<file path="config.mk">
export PLATFORM = sky130hd
export DESIGN_NAME = vpt_xlate
export DESIGN_NICKNAME = d
export VERILOG_FILES = /design/src/rtl/vpt_pkg.sv /design/src/rtl/vpt_addr_gen.sv /design/src/rtl/vpt_pte_check.sv /design/src/rtl/vpt_ctrl.sv /design/src/rtl/vpt_xlate.sv
export SDC_FILE = /design/constraint.sdc
export NUM_CORES = 1
export LEC_CHECK = 0
export BUFFER_PORTS_ARGS = -buffer_cell sky130_fd_sc_hd__buf_2
export CAP_MARGIN = 20
export CELL_PAD_IN_SITES_DETAIL_PLACEMENT = 0
export CELL_PAD_IN_SITES_GLOBAL_PLACEMENT = 1
export CORE_ASPECT_RATIO = 0.5
export CORE_UTILIZATION = 37
export CTS_CLUSTER_DIAMETER = 40
export CTS_CLUSTER_SIZE = 28
export DETAILED_ROUTE_END_ITERATION = 10
export PLACE_DENSITY = 0.85
export SLEW_MARGIN = 10
export SYNTH_ARGS = -nofsm -noshare
export SYNTH_HDL_FRONTEND = slang
export SYNTH_HIERARCHICAL = 1
export SYNTH_SLANG_ARGS = --single-unit
</file>
<file path="constraint.sdc">
create_clock -name clk -period 3.4 [get_ports clk]
set_clock_uncertainty 0.2 [all_clocks]
set_input_delay 0.17 -clock clk [delete_from_list [all_inputs] [get_ports clk]]
set_output_delay 0.17 -clock clk [all_outputs]
set_load 0.05 [all_outputs]
</file>
<file path="src/rtl/vpt_pkg.sv">
package vpt_pkg;

   typedef enum logic [1:0] {
      ACC_READ  = 2'b00,
      ACC_WRITE = 2'b01,
      ACC_EXEC  = 2'b10,
      ACC_RSVD  = 2'b11
   } acc_e;

   typedef enum logic [1:0] {
      PERM_RO  = 2'b00,
      PERM_RW  = 2'b01,
      PERM_XO  = 2'b10,
      PERM_RWX = 2'b11
   } perm_e;

   localparam logic FT_ABSENT = 1'b0;
   localparam logic FT_PROT   = 1'b1;

   localparam int PTE_PRESENT_BIT = 0;
   localparam int PTE_PERM_LSB    = 1;

   function automatic logic perm_allows(input perm_e perm, input acc_e acc);
      logic ok;
      case (acc)
         ACC_READ:  ok = (perm != PERM_XO);
         ACC_WRITE: ok = (perm == PERM_RW) || (perm == PERM_RWX);
         ACC_EXEC:  ok = (perm == PERM_XO) || (perm == PERM_RWX);
         default:   ok = 1'b0;
      endcase
      return ok;
   endfunction

endpackage

</file>
<file path="src/rtl/vpt_addr_gen.sv">
module vpt_addr_gen #(
   parameter int VA_W      = 40,
   parameter int OFS_W     = 14,
   parameter int PA_W      = 36,
   parameter int PTE_BYTES = 8
) (
   input  logic [VA_W-1:0] va,
   input  logic [PA_W-1:0] base,
   output logic [PA_W-1:0] entry_addr
);
   localparam int VPN_W = VA_W - OFS_W;
   localparam int LG_SZ = $clog2(PTE_BYTES);
   localparam int SC_W  = VPN_W + LG_SZ;

   logic [VPN_W-1:0] vpn;
   logic [SC_W-1:0]  scaled;

   assign vpn = va[VA_W-1:OFS_W];

   generate
      if (LG_SZ == 0) begin : g_byte_entry
         assign scaled = vpn;
      end else begin : g_wide_entry
         assign scaled = {vpn, {LG_SZ{1'b0}}};
      end
      if ((1 << LG_SZ) != PTE_BYTES) begin : g_bad_size
         $error("PTE_BYTES must be a power of two");
      end
   endgenerate

   generate
      if (SC_W >= PA_W) begin : g_trunc
         assign entry_addr = base + scaled[PA_W-1:0];
      end else begin : g_ext
         assign entry_addr = base + {{(PA_W-SC_W){1'b0}}, scaled};
      end
   endgenerate

endmodule

</file>
<file path="src/rtl/vpt_pte_check.sv">
module vpt_pte_check
   import vpt_pkg::*;
#(
   parameter int PTE_W   = 64,
   parameter int PA_W    = 36,
   parameter int OFS_W   = 14,
   parameter int PPN_LSB = 10
) (
   input  logic [PTE_W-1:0] pte,
   input  logic [1:0]       acc,
   input  logic [OFS_W-1:0] ofs,
   output logic [PA_W-1:0]  pa,
   output logic             fault,
   output logic             fault_type
);
   localparam int PPN_W = PA_W - OFS_W;

   logic             present;
   perm_e            perm;
   logic [PPN_W-1:0] ppn;
   logic             allowed;

   assign present = pte[PTE_PRESENT_BIT];
   assign perm    = perm_e'(pte[PTE_PERM_LSB +: 2]);
   assign ppn     = pte[PPN_LSB +: PPN_W];
   assign allowed = perm_allows(perm, acc_e'(acc));

   always_comb begin
      fault      = 1'b0;
      fault_type = FT_ABSENT;
      pa         = {ppn, ofs};
      if (!present) begin
         fault      = 1'b1;
         fault_type = FT_ABSENT;
         pa         = '0;
      end else if (!allowed) begin
         fault      = 1'b1;
         fault_type = FT_PROT;
         pa         = '0;
      end
   end

   always_comb begin
      a_absent_wins_r6: assert (present || (fault && fault_type == FT_ABSENT));
   end

endmodule

</file>
<file path="src/rtl/vpt_ctrl.sv">
module vpt_ctrl (
   input  logic clk,
   input  logic rst_n,
   input  logic req_valid,
   input  logic mem_req_ready,
   input  logic mem_resp_valid,
   input  logic resp_ready,
   output logic req_ready,
   output logic mem_req_valid,
   output logic resp_valid,
   output logic take_req,
   output logic take_resp,
   output logic waiting
);
   typedef enum logic [1:0] {
      ST_IDLE = 2'd0,
      ST_ISSUE = 2'd1,
      ST_WAIT = 2'd2,
      ST_DONE = 2'd3
   } st_e;

   st_e st, st_nx;

   assign req_ready     = (st == ST_IDLE);
   assign mem_req_valid = (st == ST_ISSUE);
   assign waiting       = (st == ST_WAIT);
   assign resp_valid    = (st == ST_DONE);
   assign take_req      = req_ready && req_valid;
   assign take_resp     = waiting && mem_resp_valid;

   always_comb begin
      st_nx = st;
      case (st)
         ST_IDLE:  if (req_valid)      st_nx = ST_ISSUE;
         ST_ISSUE: if (mem_req_ready)  st_nx = ST_WAIT;
         ST_WAIT:  if (mem_resp_valid) st_nx = ST_DONE;
         ST_DONE:  if (resp_ready)     st_nx = ST_IDLE;
         default:                      st_nx = ST_IDLE;
      endcase
   end

   always_ff @(posedge clk) begin
      if (!rst_n) st <= ST_IDLE;
      else        st <= st_nx;
   end

   p_issue_after_accept_r10: assert property (@(posedge clk) disable iff (!rst_n)
      take_req |=> mem_req_valid);
   p_resp_after_data_r10: assert property (@(posedge clk) disable iff (!rst_n)
      take_resp |=> resp_valid);
   p_single_outstanding_r3: assert property (@(posedge clk) disable iff (!rst_n)
      (mem_req_valid || waiting || resp_valid) |-> !req_ready);

endmodule

</file>
<file path="src/rtl/vpt_xlate.sv">
module vpt_xlate #(
   parameter int VA_W      = 40,
   parameter int OFS_W     = 14,
   parameter int PA_W      = 36,
   parameter int PTE_W     = 64,
   parameter int PTE_BYTES = 8,
   parameter int PPN_LSB   = 10
) (
   input  logic             clk,
   input  logic             rst_n,
   input  logic [PA_W-1:0]  pt_base,
   input  logic             req_valid,
   output logic             req_ready,
   input  logic [VA_W-1:0]  req_va,
   input  logic [1:0]       req_acc,
   output logic             mem_req_valid,
   input  logic             mem_req_ready,
   output logic [PA_W-1:0]  mem_req_addr,
   input  logic             mem_resp_valid,
   input  logic [PTE_W-1:0] mem_resp_data,
   output logic             resp_valid,
   input  logic             resp_ready,
   output logic [PA_W-1:0]  resp_pa,
   output logic             resp_fault,
   output logic             resp_fault_type
);
   localparam int PPN_W = PA_W - OFS_W;

   generate
      if (OFS_W < 1 || OFS_W >= VA_W) begin : g_bad_ofs
         $error("OFS_W must lie between 1 and VA_W-1");
      end
      if (PPN_W < 1) begin : g_bad_pa
         $error("PA_W must exceed OFS_W");
      end
      if (PPN_LSB < 3 || PPN_LSB + PPN_W > PTE_W) begin : g_bad_pte
         $error("PPN field must sit above the flag bits and inside the entry");
      end
   endgenerate

   logic             take_req, take_resp, waiting;
   logic [PA_W-1:0]  addr_nx;
   logic [PA_W-1:0]  addr_q;
   logic [1:0]       acc_q;
   logic [OFS_W-1:0] ofs_q;
   logic [PA_W-1:0]  pa_nx, pa_q;
   logic             flt_nx, flt_q, ft_nx, ft_q;

   vpt_ctrl u_ctrl (
      .clk            (clk),
      .rst_n          (rst_n),
      .req_valid      (req_valid),
      .mem_req_ready  (mem_req_ready),
      .mem_resp_valid (mem_resp_valid),
      .resp_ready     (resp_ready),
      .req_ready      (req_ready),
      .mem_req_valid  (mem_req_valid),
      .resp_valid     (resp_valid),
      .take_req       (take_req),
      .take_resp      (take_resp),
      .waiting        (waiting)
   );

   vpt_addr_gen #(
      .VA_W(VA_W), .OFS_W(OFS_W), .PA_W(PA_W), .PTE_BYTES(PTE_BYTES)
   ) u_addr (
      .va         (req_va),
      .base       (pt_base),
      .entry_addr (addr_nx)
   );

   vpt_pte_check #(
      .PTE_W(PTE_W), .PA_W(PA_W), .OFS_W(OFS_W), .PPN_LSB(PPN_LSB)
   ) u_chk (
      .pte        (mem_resp_data),
      .acc        (acc_q),
      .ofs        (ofs_q),
      .pa         (pa_nx),
      .fault      (flt_nx),
      .fault_type (ft_nx)
   );

   always_ff @(posedge clk) begin
      if (!rst_n) begin
         addr_q <= '0;
         acc_q  <= '0;
         ofs_q  <= '0;
      end else if (take_req) begin
         addr_q <= addr_nx;
         acc_q  <= req_acc;
         ofs_q  <= req_va[OFS_W-1:0];
      end
   end

   always_ff @(posedge clk) begin
      if (!rst_n) begin
         pa_q  <= '0;
         flt_q <= 1'b0;
         ft_q  <= 1'b0;
      end else if (take_resp) begin
         pa_q  <= pa_nx;
         flt_q <= flt_nx;
         ft_q  <= ft_nx;
      end
   end

   assign mem_req_addr    = addr_q;
   assign resp_pa         = pa_q;
   assign resp_fault      = flt_q;
   assign resp_fault_type = ft_q;

   p_mem_hold_r2: assert property (@(posedge clk) disable iff (!rst_n)
      mem_req_valid && !mem_req_ready |=> mem_req_valid && $stable(mem_req_addr));
   p_resp_hold_r9: assert property (@(posedge clk) disable iff (!rst_n)
      resp_valid && !resp_ready |=> resp_valid && $stable(resp_pa)
         && $stable(resp_fault) && $stable(resp_fault_type));
   p_fault_zero_pa_r8: assert property (@(posedge clk) disable iff (!rst_n)
      resp_valid && resp_fault |-> resp_pa == '0);
   p_offset_kept_r5: assert property (@(posedge clk) disable iff (!rst_n)
      resp_valid && !resp_fault |-> resp_pa[OFS_W-1:0] == ofs_q);
   p_no_stray_data_r3: assert property (@(posedge clk) disable iff (!rst_n)
      resp_valid |-> !mem_req_valid && !waiting);

endmodule

</file>
======== Word-level counts from Yosys, hierarchy flattened ========
Cells that the tools add are included.
operators by class
  equality and inequality tests ........... 13
  shift-type cells ........................ 0
  $lt $le $gt $ge ......................... 0
  divide/modulo/power cells ............... 0
  multiplexer cells ....................... 11
  $add $sub $neg .......................... 1
  reductions and logical operators ........ 7
  multiply operators ...................... 0
  bitwise logic cells ..................... 0
operators by type and width
  kind                                                    count
  2-to-1 mux 36 bit                                       2
  adder 36 x 29 -> 36 bit                                 1
  equality test 2 bit (second input constant)             5
  2-to-1 mux 2 bit                                        4
  one-hot mux 2 bit (4 select lines)                      1
  equality test 2 x 1 -> 1 bit (second input constant)    3
  inequality test 2 bit (second input constant)           3
  logical NOT 2 bit                                       2
  inequality test 2 x 1 -> 1 bit (second input constant)  2
  AND reduction 4 bit                                     1
  2-to-1 mux 1 bit                                        3
  one-hot mux 1 bit (3 select lines)                      1
  logical AND 1 bit                                       2
  logical OR 1 bit                                        2
storage, ports and cells
  register bits ........................... 92
  bits in writable memories ............... 0
  output and inout bits ................... 77
  input port bits ......................... 148
  bits in latches ......................... 0
  word-level logic and storage cells ...... 39
  memories kept ........................... 0
  ROM bits ................................ 0

======== Depth between registers and ports, before layout ========
  depth after elaboration ................. 5
  mapped depth ............................ 10

======== Hierarchy ========
Netlist, hierarchy kept.
modules (own cells, without submodules)
  module         area each (um2)  seq. area each (um2)  times used  cells an instance
  vpt_xlate      3427.0           1801.7                1           290
  vpt_addr_gen   1652.8           0.0                   1           236
  vpt_pte_check  673.1            0.0                   1           95
  vpt_ctrl       195.2            40.0                  1           20

======== Worst setup path after synthesis ========
Ideal clock, no wire load.
  path kind ............................... input-to-reg
  from .................................... input port req_va[14]
  to ...................................... register addr_q[31], in the netlist mem_req_addr[31]
  arrival time ............................ 2.275 ns
  setup slack ............................. 0.860 ns
  stages on the path ...................... 10
  required time ........................... 3.134 ns
  cells stage by stage .................... ha_1 -> fa_1 -> a211oi_1 -> o32ai_2 -> a211oi_1 -> nor3_2 -> o311ai_2 -> xnor2_1 -> mux2i_1 -> nor2b_1
on the way
  word-level cells in the longest chain between the ends .. 1
RTL lines
  element                  RTL line            text
  start: declaration       vpt_xlate.sv:14     input logic [VA_W-1:0] req_va,
  adder 36 x 29 -> 36 bit  vpt_addr_gen.sv:35  assign entry_addr = base + {{(PA_W-SC_W){1'b0}}, scaled};
  named net addr_nx[31]    vpt_xlate.sv:42     logic [PA_W-1:0] addr_nx;
  end signal: assignment   vpt_xlate.sv:89     addr_q <= addr_nx;
  end: declaration         vpt_xlate.sv:43     logic [PA_W-1:0] addr_q;
The timed path passes the listed nets, and every way through them passes these cells.
A chain may end at the register's enable or synchronous reset.

======== Worst setup path after layout ========
  from .................................... input port req_va[14]
  to ...................................... register addr_q[35], in the netlist mem_req_addr[35]
Same word-level chain as after synthesis.

==> results.md <==
Timing:
- The post-route worst setup slack is between 0.6 and 0.7 ns.
- The tightest hold path in the finished design has a slack of 0.0272 ns.
- At the pin with the least slew margin, the transition time is ~0.95 ns.
- The final number of hold-violating endpoints is 0.
- Setup repair after global routing left no endpoint under its margin.
- The share of the cycle needed by the critical path after routing is 81.6%.
- In this run the tightest slew margin relative to its limit is approximately 36%.
- The routed design could run at a clock period as short as 2.77 ns.
- The final-report setup violation count is 0.
- Adding up every negative setup slack in the final design gives 0 ns.
- For this run, the top clock speed supported by timing is approximately 360 MHz.
- The max-slew violation count is 0.

Routing:
- The final routed DRC violation total is 0.
- After detailed routing, the average wire length per cell comes to about 14 microns.
- The detail route stage leaves a number of antenna-violating nets equal to 0.
- The average vias per placed instance is ~4.9.
- For this run, the detailed router's first-pass iteration total came to 4.
- After detailed routing, the total wire length is 14,700 microns.
- The detailed-route via count is around 5,000.
- The DRC marker count from the first detailed-route iteration is ~130.

Yosys:
- The top cell type by area accounts for 31.0% of the synthesized area.
- The net count of the mapped netlist is approximately 820.
- Sorting the synthesized cells by how often they occur yields 99 x nor2b_1, 94 x mux2i_1, 92 x dfxtp_1.
- The dominant synthesized flop cell is dfxtp_1.
- The synthesized design contains 0 enable-type register cells.
- Counting flops with an async set or reset pin after synthesis yields a share of 0%.
- The synthesized design spends more area on one cell type than any other, namely dfxtp_1.
- Sorting the synthesized cells by area gives the leading types as dfxtp_1 31%, mux2i_1 16%, nor2b_1 10%.
- The mapped netlist covers between 5000 and 6000 sq um.
- Counting flops and latches in the post-synthesis netlist gives 92.
- The synthesized instance count is 641.
- In the post-synthesis netlist, the cell with the most instances is nor2b_1.
- After synthesis, flip-flops and latches occupy 31.0% of the total area.
- Averaged over all synthesized cells, the footprint is 9.28 sq um.
- The number of synthesis warnings is 6.
- The count of different cell masters after synthesis is 61.

Global routing:
- The global-route met1 utilization is approximately 23%.
- The via count of the first global-routing pass was 4,753.
- The global-route met3 utilization is 2.78%.
- The initial antenna violation count is 0.
- Entering global routing, the biggest net connects 53 pins.
- The wire length of the first global-routing pass is 23,700 microns.
- The global-route met2 utilization is 30.1%.
- Summed over all layers, the global routing overflow is 0.
- Global routing used 17.4% of the available tracks.
- The layer flagged by global routing as most heavily used is met2.

Worst hold path:
- The classification of the worst-slack hold path is input port to register.

Place:
- In this run, placement finished with an instance count of around 1,000.
- The post-detailed-placement half-perimeter wirelength is between 10,000 and 15,000 microns.
- Routability-driven placement finished with a final weighted congestion of 0.809.
- In this run the cell area measured after placement is 6900 sq um.
- Timing analysis after detailed placement gives a worst setup slack of 0.329 ns.
- The number of I/O port buffers is 185.

Power:
- The maximum resistive drop on vdd is 0.274 mV.
- For this design the static power due to leakage is 3.25 nW.
- Overall power consumption after layout is estimated at just over 4 mW.
- The total power per unit cell area is 558 nW/um^2.

Die:
- The number of cell rows is 32.
- The total area inside the core boundary comes to 15,500 sq um.
- The x dimension of the die is 181 microns.
- The die covers 16,600 sq um.
- The height of the die is a little over 90 microns.
- The starting density of the core is 38.3%.
- The total I/O pin count is 225.

Final layout:
- The final antenna diode count is 0.
- After the last flow step, the layout net total stands at 1,006.
- The fraction of final layout cells sized beyond drive strength 1 is 28.5%.
- The relative area change from synthesis to final layout is 24.0%.
- The end-of-flow core utilization is 47.5%.
- Once layout is complete, the cells apart from fillers number 1,033.
- With fillers left out, the area of the finished cells amounts to 7380 sq um.

Job:
- The max-capacitance violation count is 0.

Clocking:
- After clock tree synthesis, the setup repair step added 0 buffers.
- The root buffer cell chosen for the clock tree is clkbuf_16.
- The H-tree generated during clock tree synthesis spans 3 levels.
- The sink count of the clock tree is 92.
- TritonCTS built the clock tree.
- In this run, CTS created clock tree buffers numbering 9.
- The clock input transition at the sequential cells of the worst setup and hold paths is roughly 0.060 ns.
- Counting along the longest clock path gives a buffer depth of 2.
- Clock latency on the worst-skew pair, taken at its later pin, is approximately 0.33 ns.

Critical path:
- Broken down by cell family, the worst path's largest delay share belongs to compound AO/OA/AOI/OAI gates.
- By startpoint and endpoint, the worst setup path is classified as input port to register.
- The data arrival time at the worst-slack endpoint is 2.84 ns.
- The worst setup path is launched from an input port.
- The cell repeated most along the worst path is a211oi_1.
- The endpoint kind of the worst setup timing path is a register.
- For this design, the slowest cell found on the critical path is a211oi_1.
- The signal on the critical path passes through buf_2, ha_1, fa_1, a211oi_1, o32ai_2, a211oi_1, nor3_2, o31ai_1, xnor2_1, mux2i_1, nor2b_1.
- The data required time at the worst endpoint is 3.46 ns.
- The buffering stage count on the worst path with inverters included is 1.
- The maximum single-stage delay on the critical path is 0.48 ns.
- In this run the worst path has a maximum fanout of 5.

Run status:
- The flow ran to the end, and the final reports show no timing, DRC or antenna violations.
-- worst paths after layout --
kind,from,endpoint,slack [ns],cells after the start
max,req_va[14],mem_req_addr[35],0.63,11
min,pt_base[3],mem_req_addr[3],0.03,4
max reg2reg,acc_q[0],resp_fault_type,1.22,7
min reg2reg,u_ctrl/st[1],u_ctrl/st[1],0.31,2
-- power breakdown --
group          total, mW  internal (mW)  switching (mW)
clock              0.941          0.518           0.423
combinational       1.85          0.661            1.19
sequential          1.33           1.24          0.0885
total               4.11           2.42            1.70
-- layout make-up --
class / instances / area (sq um)
Clock inverter: 5 / 35.0
Clock buffer: 11 / 243
Inverter: 46 / 173
Tap cell: 204 / 255
Fill cell: 1555 / 8160
Multi-Input combinational cell: 466 / 3670
Timing Repair Buffer: 209 / 1160
Sequential cell: 92 / 1840
-- tightest hold or removal path: stages --
cell and delay, ns:
buf_2 0.08, ha_1 0.11, mux2i_1 0.06, nor2b_1 0.10
-- state kept, by name, summed over array words and instances (netlist names) --
register	cells
acc_q	2
mem_req_addr	36
ofs_q	14
resp_fault	1
resp_fault_type	1
resp_pa	36
u_ctrl/st	2
-- per-layer routing --
layer / up-vias / part of all wire [%] / wire length (microns)
met2: 107 / 48 / 7060
met4: 0 / 0.81 / 119
li1: 2609 / - / -
met5: - / 0 / 0
met1: 2339 / 48 / 7040
met3: 9 / 3.0 / 442
-- cells in the final DEF, fill, tap and decap left out, types with 3 or more instances in the layout --
master         instances
buf_2                185
nor2b_1               99
mux2i_1               94
dfxtp_1               92
inv_1                 45
ha_1                  33
a21oi_1               31
nand2_1               29
a211oi_1              22
nor2_1                21
dlygate4sd3_1         20
a211oi_2              19
o21ai_0               16
xnor2_1               16
xor2_1                10
clkbuf_16              9
nand3_1                8
nand4_1                7
a21o_1                 7
buf_4                  4
and3_1                 4
o211ai_1               4
o31ai_1                3
o311ai_0               3
-- kinds of logic (layout without fill, tap and decap cells) --
group | Yosys count | after routing | share of synthesized area, %
compound gates | 128 | 128 | 17.1
xor+xnor | 26 | 26 | 3.83
fa+ha+maj | 34 | 34 | 7.28
buf+inv | 83 | 271 | 7.36
flops | 92 | 92 | 31.0
mux | 95 | 95 | 16.1
simple gates | 183 | 183 | 17.4
-- what timing repair did --
action,4_1_cts,5_1_grt
endpoints found under the hold margin,20,0
resized for setup,0,0
hold buffers,20,0
Note: power is estimated with default switching activity, not from simulation.
